<file path="src/rtl/bwg_pkg.sv">
package bwg_pkg;
  localparam int SIZE_W = 3;

  typedef enum logic [1:0] {
    WID_8    = 2'd0,
    WID_16   = 2'd1,
    WID_32   = 2'd2,
    WID_FULL = 2'd3
  } wid_cls_e;

  // Thermometer vector plus SIMD flag -> width class; malformed codes -> full
  function automatic wid_cls_e decode_width(input logic [SIZE_W-1:0] sz, input logic simd);
    wid_cls_e c;
    if (simd) c = WID_FULL;
    else begin
      unique case (sz)
        3'b000:  c = WID_8;
        3'b001:  c = WID_16;
        3'b011:  c = WID_32;
        default: c = WID_FULL;
      endcase
    end
    return c;
  endfunction
endpackage

</file>
<file path="src/rtl/bwg_mask_unit.sv">
module bwg_mask_unit
  import bwg_pkg::*;
#(
  parameter int DATA_W = 64
) (
  input  logic [SIZE_W-1:0] size_v,
  input  logic              simd,
  input  logic [DATA_W-1:0] din,
  output logic [DATA_W-1:0] dout
);
  localparam int LANE0_W = 8;

  wid_cls_e          cls;
  logic [DATA_W-1:0] keep;
  int                lim;

  always_comb begin
    cls = decode_width(size_v, simd);
    lim = LANE0_W << int'(cls);
    for (int i = 0; i < DATA_W; i++) begin
      keep[i] = (cls == WID_FULL) || (i < lim);
    end
  end

  assign dout = din & keep;
endmodule

</file>
<file path="src/rtl/bwg_width_cmp.sv">
module bwg_width_cmp
  import bwg_pkg::*;
(
  input  logic [SIZE_W-1:0] p_size,
  input  logic              p_simd,
  input  logic [SIZE_W-1:0] c_size,
  input  logic              c_simd,
  output logic              fits
);
  logic [SIZE_W-1:0] eff_p, eff_c;

  assign eff_p = p_size | {SIZE_W{p_simd}};
  assign eff_c = c_size | {SIZE_W{c_simd}};
  // Consumer must not need a bit position the producer did not write
  assign fits  = ((~eff_p) & eff_c) == '0;
endmodule

</file>
<file path="src/rtl/bwg_stall_ctl.sv">
module bwg_stall_ctl (
  input  logic clk,
  input  logic rst,
  input  logic need,
  output logic stall_req
);
  logic stalled_q;

  assign stall_req = need & ~stalled_q & ~rst;

  always_ff @(posedge clk) begin
    if (rst) stalled_q <= 1'b0;
    else     stalled_q <= stall_req;
  end
endmodule

</file>
<file path="src/rtl/bypass_width_guard.sv">
module bypass_width_guard
  import bwg_pkg::*;
#(
  parameter int DATA_W = 64,
  parameter int NUM_WP = 2
) (
  input  logic                     clk,
  input  logic                     rst,
  input  logic                     masked_mode,
  input  logic                     dep_hit,
  input  logic [2:0]               prod_size,
  input  logic                     prod_simd,
  input  logic [2:0]               cons_size,
  input  logic                     cons_simd,
  input  logic [DATA_W-1:0]        prod_result,
  output logic                     byp_ok,
  output logic                     stall_req,
  output logic [DATA_W-1:0]        fwd_data,
  input  logic [NUM_WP*3-1:0]      wp_size,
  input  logic [NUM_WP-1:0]        wp_simd,
  input  logic [NUM_WP*DATA_W-1:0] wp_data,
  output logic [NUM_WP*DATA_W-1:0] wp_out
);
  logic              fits;
  logic              need_stall;
  logic [DATA_W-1:0] fwd_masked;

  bwg_width_cmp u_cmp (
    .p_size (prod_size),
    .p_simd (prod_simd),
    .c_size (cons_size),
    .c_simd (cons_simd),
    .fits   (fits)
  );

  assign byp_ok     = masked_mode | ~dep_hit | fits;
  assign need_stall = dep_hit & ~masked_mode & ~fits;

  bwg_stall_ctl u_stall (
    .clk       (clk),
    .rst       (rst),
    .need      (need_stall),
    .stall_req (stall_req)
  );

  bwg_mask_unit #(.DATA_W(DATA_W)) u_fwd_mask (
    .size_v (prod_size),
    .simd   (prod_simd),
    .din    (prod_result),
    .dout   (fwd_masked)
  );

  assign fwd_data = masked_mode ? fwd_masked : prod_result;

  for (genvar k = 0; k < NUM_WP; k++) begin : g_wp
    bwg_mask_unit #(.DATA_W(DATA_W)) u_wp_mask (
      .size_v (wp_size[k*SIZE_W +: SIZE_W]),
      .simd   (wp_simd[k]),
      .din    (wp_data[k*DATA_W +: DATA_W]),
      .dout   (wp_out[k*DATA_W +: DATA_W])
    );
  end
endmodule

</file>
<file path="config.mk">
export PLATFORM = sky130hd
export DESIGN_NAME = bypass_width_guard
export DESIGN_NICKNAME = d
export VERILOG_FILES = /design/src/rtl/bwg_pkg.sv /design/src/rtl/bwg_mask_unit.sv /design/src/rtl/bwg_width_cmp.sv /design/src/rtl/bwg_stall_ctl.sv /design/src/rtl/bypass_width_guard.sv
export SDC_FILE = /design/constraint.sdc
export NUM_CORES = 1
export LEC_CHECK = 0
export BUFFER_PORTS_ARGS = -buffer_cell sky130_fd_sc_hd__buf_4
export CAP_MARGIN = 25
export CORE_AREA = 2 2 159 161
export CTS_CLUSTER_SIZE = 28
export DETAILED_ROUTE_END_ITERATION = 7
export DIE_AREA = 0 0 161 163
export PLACE_DENSITY_LB_ADDON = 0.12
export SLEW_MARGIN = 20
export SYNTH_ARGS = -nofsm -noshare
export SYNTH_HDL_FRONTEND = slang
export SYNTH_SLANG_ARGS = --single-unit
export TNS_END_PERCENT = 10
</file>
<file path="constraint.sdc">
create_clock -name clk -period 1.6 [get_ports clk]
set_input_delay 0.4 -clock clk [delete_from_list [all_inputs] [get_ports clk]]
set_output_delay 0.4 -clock clk [all_outputs]
set_load 0.01 [all_outputs]
</file>
# == After elaboration in Yosys (flattened, before gate mapping) ==
# Cells that the tools add are included.
# W data, S select, Z words.
# word_totals
reg_bits,1
inputBits,212
out_inout_bits,194
elab_cells,426
# op_classes
n_lt_le_gt_ge,192
n_eq_ne,9
shifts,3
muxes,7
bitwise,18
n_reduce_logical,196
# op_table
operator,count
$lt A7 B32 Y1 const A,96
$lt A6 B32 Y1 const A,48
$lt A5 B32 Y1 const A,24
$lt A4 B32 Y1 const A,12
$and A64 B64 Y64,3
$logic_or A1 B1 Y1,192
$lt A3 B32 Y1 const A,6
$lt A1 B32 Y1 const A,3
$lt A2 B32 Y1 const A,3
$shl A4 B2 Y32 const A,3
$mux W64,1
$pmux W2 S3,3
$logic_not A3 Y1,4
$eq A3 B1 Y1 const B,3
$eq A3 B2 Y1 const B,3
$eq A2 B2 Y1 const B,3
$mux W2,3
$or A3 B3 Y3,2
$not A1 Y1,5
$and A1 B1 Y1,4
$and A3 B3 Y3,1
$not A3 Y3,1
$or A1 B1 Y1,2

# == Longest topological paths before layout ==
# depth
word_depth,8
mapped_depth,4
ltp_nobuf,3

# == Hierarchy ==
# Synthesis repeated with hierarchy kept, for this count alone.
# unflattened
hier_cells,305
hier_area_um2,2866.5
# by_module_without_submodules
module,n_inst,cells_per_inst,area_each_um2,seq_area_each_um2
bwg_mask_unit,3,75,616.8,0.0
bypass_width_guard,1,73,949.7,0.0
bwg_stall_ctl,1,3,35.0,20.0
bwg_width_cmp,1,4,31.3,0.0

# == Worst setup path after synthesis ==
# Ideal clock, no wire load.
# synth_path
path_kind,input-to-output
startpoint,input prod_size[2]
endpoint,output stall_req
t_arrival_ps,1223
required_ps,1200
slack_ps,-23
path_stages,3
path_buffers,0
path_cell_list,o21bai_1 -> a311o_1 -> nor3_1
# synth_between
elab_chain_len,8
# synth_lines
item,line,text
from (decl),bypass_width_guard.sv:11,"input logic [2:0] prod_size,"
$or A3 B3 Y3,bwg_width_cmp.sv:12,assign eff_p = p_size | {SIZE_W{p_simd}};
$not A3 Y3,bwg_width_cmp.sv:15,assign fits = ((~eff_p) & eff_c) == '0;
$and A3 B3 Y3,bwg_width_cmp.sv:15,
$logic_not A3 Y1,bwg_width_cmp.sv:15,
$not A1 Y1,bypass_width_guard.sv:37,assign need_stall = dep_hit & ~masked_mode & ~fits;
$and A1 B1 Y1,bypass_width_guard.sv:37,
$and A1 B1 Y1 (2 in a row),bwg_stall_ctl.sv:9,assign stall_req = need & ~stalled_q & ~rst;
to (decl),bypass_width_guard.sv:17,"output logic stall_req,"
# No other way between the ends.

# == Worst setup path in the final report ==
# layout_path
startpoint,input prod_size[1]
endpoint,output fwd_data[18]
# layout_between
elab_chain_len,8
elab_cells_between_ends,11
classes_between,1 x order compare; 3 x eq/ne; 1 x shift; 3 x mux; 1 x bitwise; 2 x reduce/logical
# layout_lines
item,line,text
$eq A3 B2 Y1 (tied with other cells),bwg_pkg.sv:16,unique case (sz)
$pmux W2 S3 (*),bwg_pkg.sv:16,
$mux W2 (*),bwg_pkg.sv:14,if (simd) c = WID_FULL;
$shl A4 B2 Y32,bwg_mask_unit.sv:19,lim = LANE0_W << int'(cls);
$lt A6 B32 Y1,bwg_mask_unit.sv:21,keep[i] = (cls == WID_FULL) || (i < lim);
$logic_or A1 B1 Y1 (*),bwg_mask_unit.sv:21,
$and A64 B64 Y64 (*),bwg_mask_unit.sv:25,assign dout = din & keep;
$mux W64 (*),bypass_width_guard.sv:53,assign fwd_data = masked_mode ? fwd_masked : prod_result;
to (decl),bypass_width_guard.sv:18,"output logic [DATA_W-1:0] fwd_data,"
# Mark *: on every way between the ends. The rest lies on a longest branch, timed or not.

==> metrics.md <==
| Metric | Value |
|---|---|
| Outcome | `finished, violations left` |
| Failing checks | `negative setup slack` |
| Gr ovfl total | `0` |
| Crit end category | `output port` |
| Die height | `163 µm` |
| Setup violations, final | `57` |
| Maxcap violations | `0` |
| DRT Pass-1 Iters | `4` |
| Syn Nets | `roughly 440` |
| Critical Path Stages | `7` |
| FF-to-FF setup slack | `1060 ps` |
| Final Util | `19.5%` |
| Final layout net count | `just under 800` |
| R2R Path End | `u_stall.stalled_q` |
| Pre-CTS setup slack | `-191 ps` |
| Clock skew | `0 ps` |
| Period minus WS final | `1760 ps` |
| Largest net degree at the start of global routing | `33` |
| First DRT Iteration DRCs | `42` |
| Detailed-route DRC error count | `0` |
| Sequential element share of the synthesized area | `1.43%` |
| Die area | `0.0262 mm²` |
| I/O Pins | `406` |
| Yosys reg bits | `1` |
| Maximum vdd drop | `104 µV` |
| Footprint of the multi-input gates | `0.00135 mm²` |
| GRT Overall Usage | `6.66%` |
| Most common cell after layout, fill and taps aside | `buf_4` |
| RR Startpoint | `u_stall.stalled_q` |
| Vias post-DR | `2790` |
| Required @ worst endpoint | `between 1000 and 1500 ps` |
| CP max stage delay | `220 ps` |
| Post-route worst setup slack | `-158 ps` |
| Slew Viols, Final | `0` |
| First-pass GRT wire length | `14100 µm` |
| Hpwl dp | `roughly 9500 µm` |
| Critical Path AT | `approximately 1400 ps` |
| Worst slew margin | `a little over four fifths` |
| Antenna Nets Post-Route | `0` |
| CP max FO | `6` |
| Final Non-Filler Cells | `around 900` |
| Hold Path End | `u_stall.stalled_q` |
| RePlAce Congestion | `0.835` |
| Mean Syn Cell Area | `6.18 µm²` |
| WS Path Type | `primary input to output port` |
| Tcrit/Tclk final | `110%` |
| Wirelength per Cell | `11.8 µm` |
| Number of global-route vias before repair | `between 2000 and 3000` |
| Fraction of layout cells with a size suffix above 1 | `72.6%` |
| Fillcell total | `2779` |
| Fmax | `569 MHz` |
| CP max stage cell | `nor4b_4` |
| Yosys warnings | `0` |
| Max reg flops | `1` |
| Final wirelength | `approximately 11000 µm` |
| Number of buffers and inverters on the critical path | `5` |
| Hold WS | `447 ps` |
| Antenna violations before repair | `0` |
| Placeable core area | `0.0247 mm²` |
| Power Density | `281 mW/mm²` |
| CP delay by family, top | `buffers and inverters` |
| P_leak | `2.45 nW` |
| Final Hold Viols | `0` |
| Initial Utilization | `5.69%` |
| Worst-Margin Slew | `about 230 ps` |
| IO buf count | `around 360` |
| # placed instances | `892` |
| CP Cell Sequence | `buf_8, buf_6, nor4b_4, buf_4, clkbuf_16, nor2b_1, buf_4` |
| Top Registers | `u_stall.stalled_q x1` |
| Reg2Reg Depth | `1` |
| Syn Inst Count | `227` |
| Via/cell ratio | `3.11` |
| Yosys cell types | `18` |
| Skew-Pair Late Insertion Delay | `0 ps` |
| Hold Path Origin | `u_stall.stalled_q` |
| Inserted Diodes | `0` |
| Most frequent cells in the layout | `340 x buf_4, 81 x and2_1, 64 x nor2b_1, 26 x buf_6, 15 x and2_4` |
| Register area | `approximately 20 µm²` |
| Most used cell, CP | `buf_4` |
| Area delta synth->final | `242%` |
| # rows | `58` |
| RSZ-0062 raised after global routing | `yes` |
| CP startpoint kind | `primary input` |
| Reg with most FFs | `u_stall.stalled_q` |
| Cell Area, Synth | `~0.0014 mm²` |
| Worst-path clk slew | `0 ps` |
| Tightest Hold Check Type | `flip-flop to flip-flop` |
| Hold depth | `1` |
| Die X | `161 µm` |
[power by group]
group / total (mW) / internal (mW) / switching (mW)
clock: 0 / 0 / 0
combinational: 1.32 / 0.845 / 0.477
sequential: 0.0266 / 0.0261 / 0.000546
total: 1.35 / 0.871 / 0.478
[per-stage QoR]
stage / total power, mW / area, µm² / setup TNS (ps)
2_1_floorplan: 0.462 / 1410 / 0
3_3_place_gp: 1.29 / 4520 / -6270
3_5_place_dp: 1.28 / 4520 / -5130
4_1_cts: 1.33 / 4650 / -5300
5_1_grt: 1.44 / 4800 / -7470
6_report: 1.35 / 4800 / -4130
[layout make-up]
| class | count | share of cell area (%) |
|---|---|---|
| repair buffers | 375 | 62.7 |
| inverters | 2 | 0.156 |
| well taps | 330 | 8.60 |
| multi-input cells | 188 | 28.1 |
| flip-flops and latches | 1 | 0.417 |
[cells in the mapped netlist]
cell / count / area [µm²]
a311o_1: 1 / 10.0
and2_1: 96 / 601
and2b_1: 1 / 7.51
and2b_4: 1 / 10.0
buf_2: 3 / 15.0
clkbuf_1: 33 / 124
dfxtp_1: 1 / 20.0
inv_1: 2 / 7.51
nand2b_1: 2 / 12.5
nand3_1: 1 / 5.00
nor2_1: 3 / 11.3
nor2b_1: 71 / 444
nor3_1: 2 / 10.0
nor3_2: 2 / 20.0
nor4_4: 2 / 42.5
nor4b_4: 1 / 23.8
o21ai_2: 2 / 17.5
o21bai_1: 3 / 22.5
[logic make-up after synthesis]
family,share of synthesized area (%)
flip-flops,1.43
AO/OA/AOI/OAI,3.57
AND/OR/NAND/NOR,84.6
buffers and inverters,10.4
[worst max path at each step]
stage	from	endpoint	slack [ps]
after floorplan	prod_size[2]	stall_req	60
after global placement	prod_size[2]	stall_req	-190
after detailed placement	prod_size[2]	stall_req	-190
after CTS	prod_size[1]	stall_req	-180
after global routing	prod_size[2]	stall_req	-220
final	prod_size[1]	fwd_data[18]	-160
[repair_timing]
action | CTS | global route
pin swaps | 6 | 2
hold buffers | 0 | 0
setup buffers | 2 | 1
gates cloned | 0 | 1
resized for setup | 33 | 34
setup endpoints to repair | 136 | 131
[routing by layer]
metal,routed length (µm),share of wire [%],track usage (%)
met5,0,0,0
met4,165,1.6,1.01
met3,1140,11,1.68
met2,6070,58,14.6
met1,3180,30,6.12
Power figures use the tool's default switching activity.
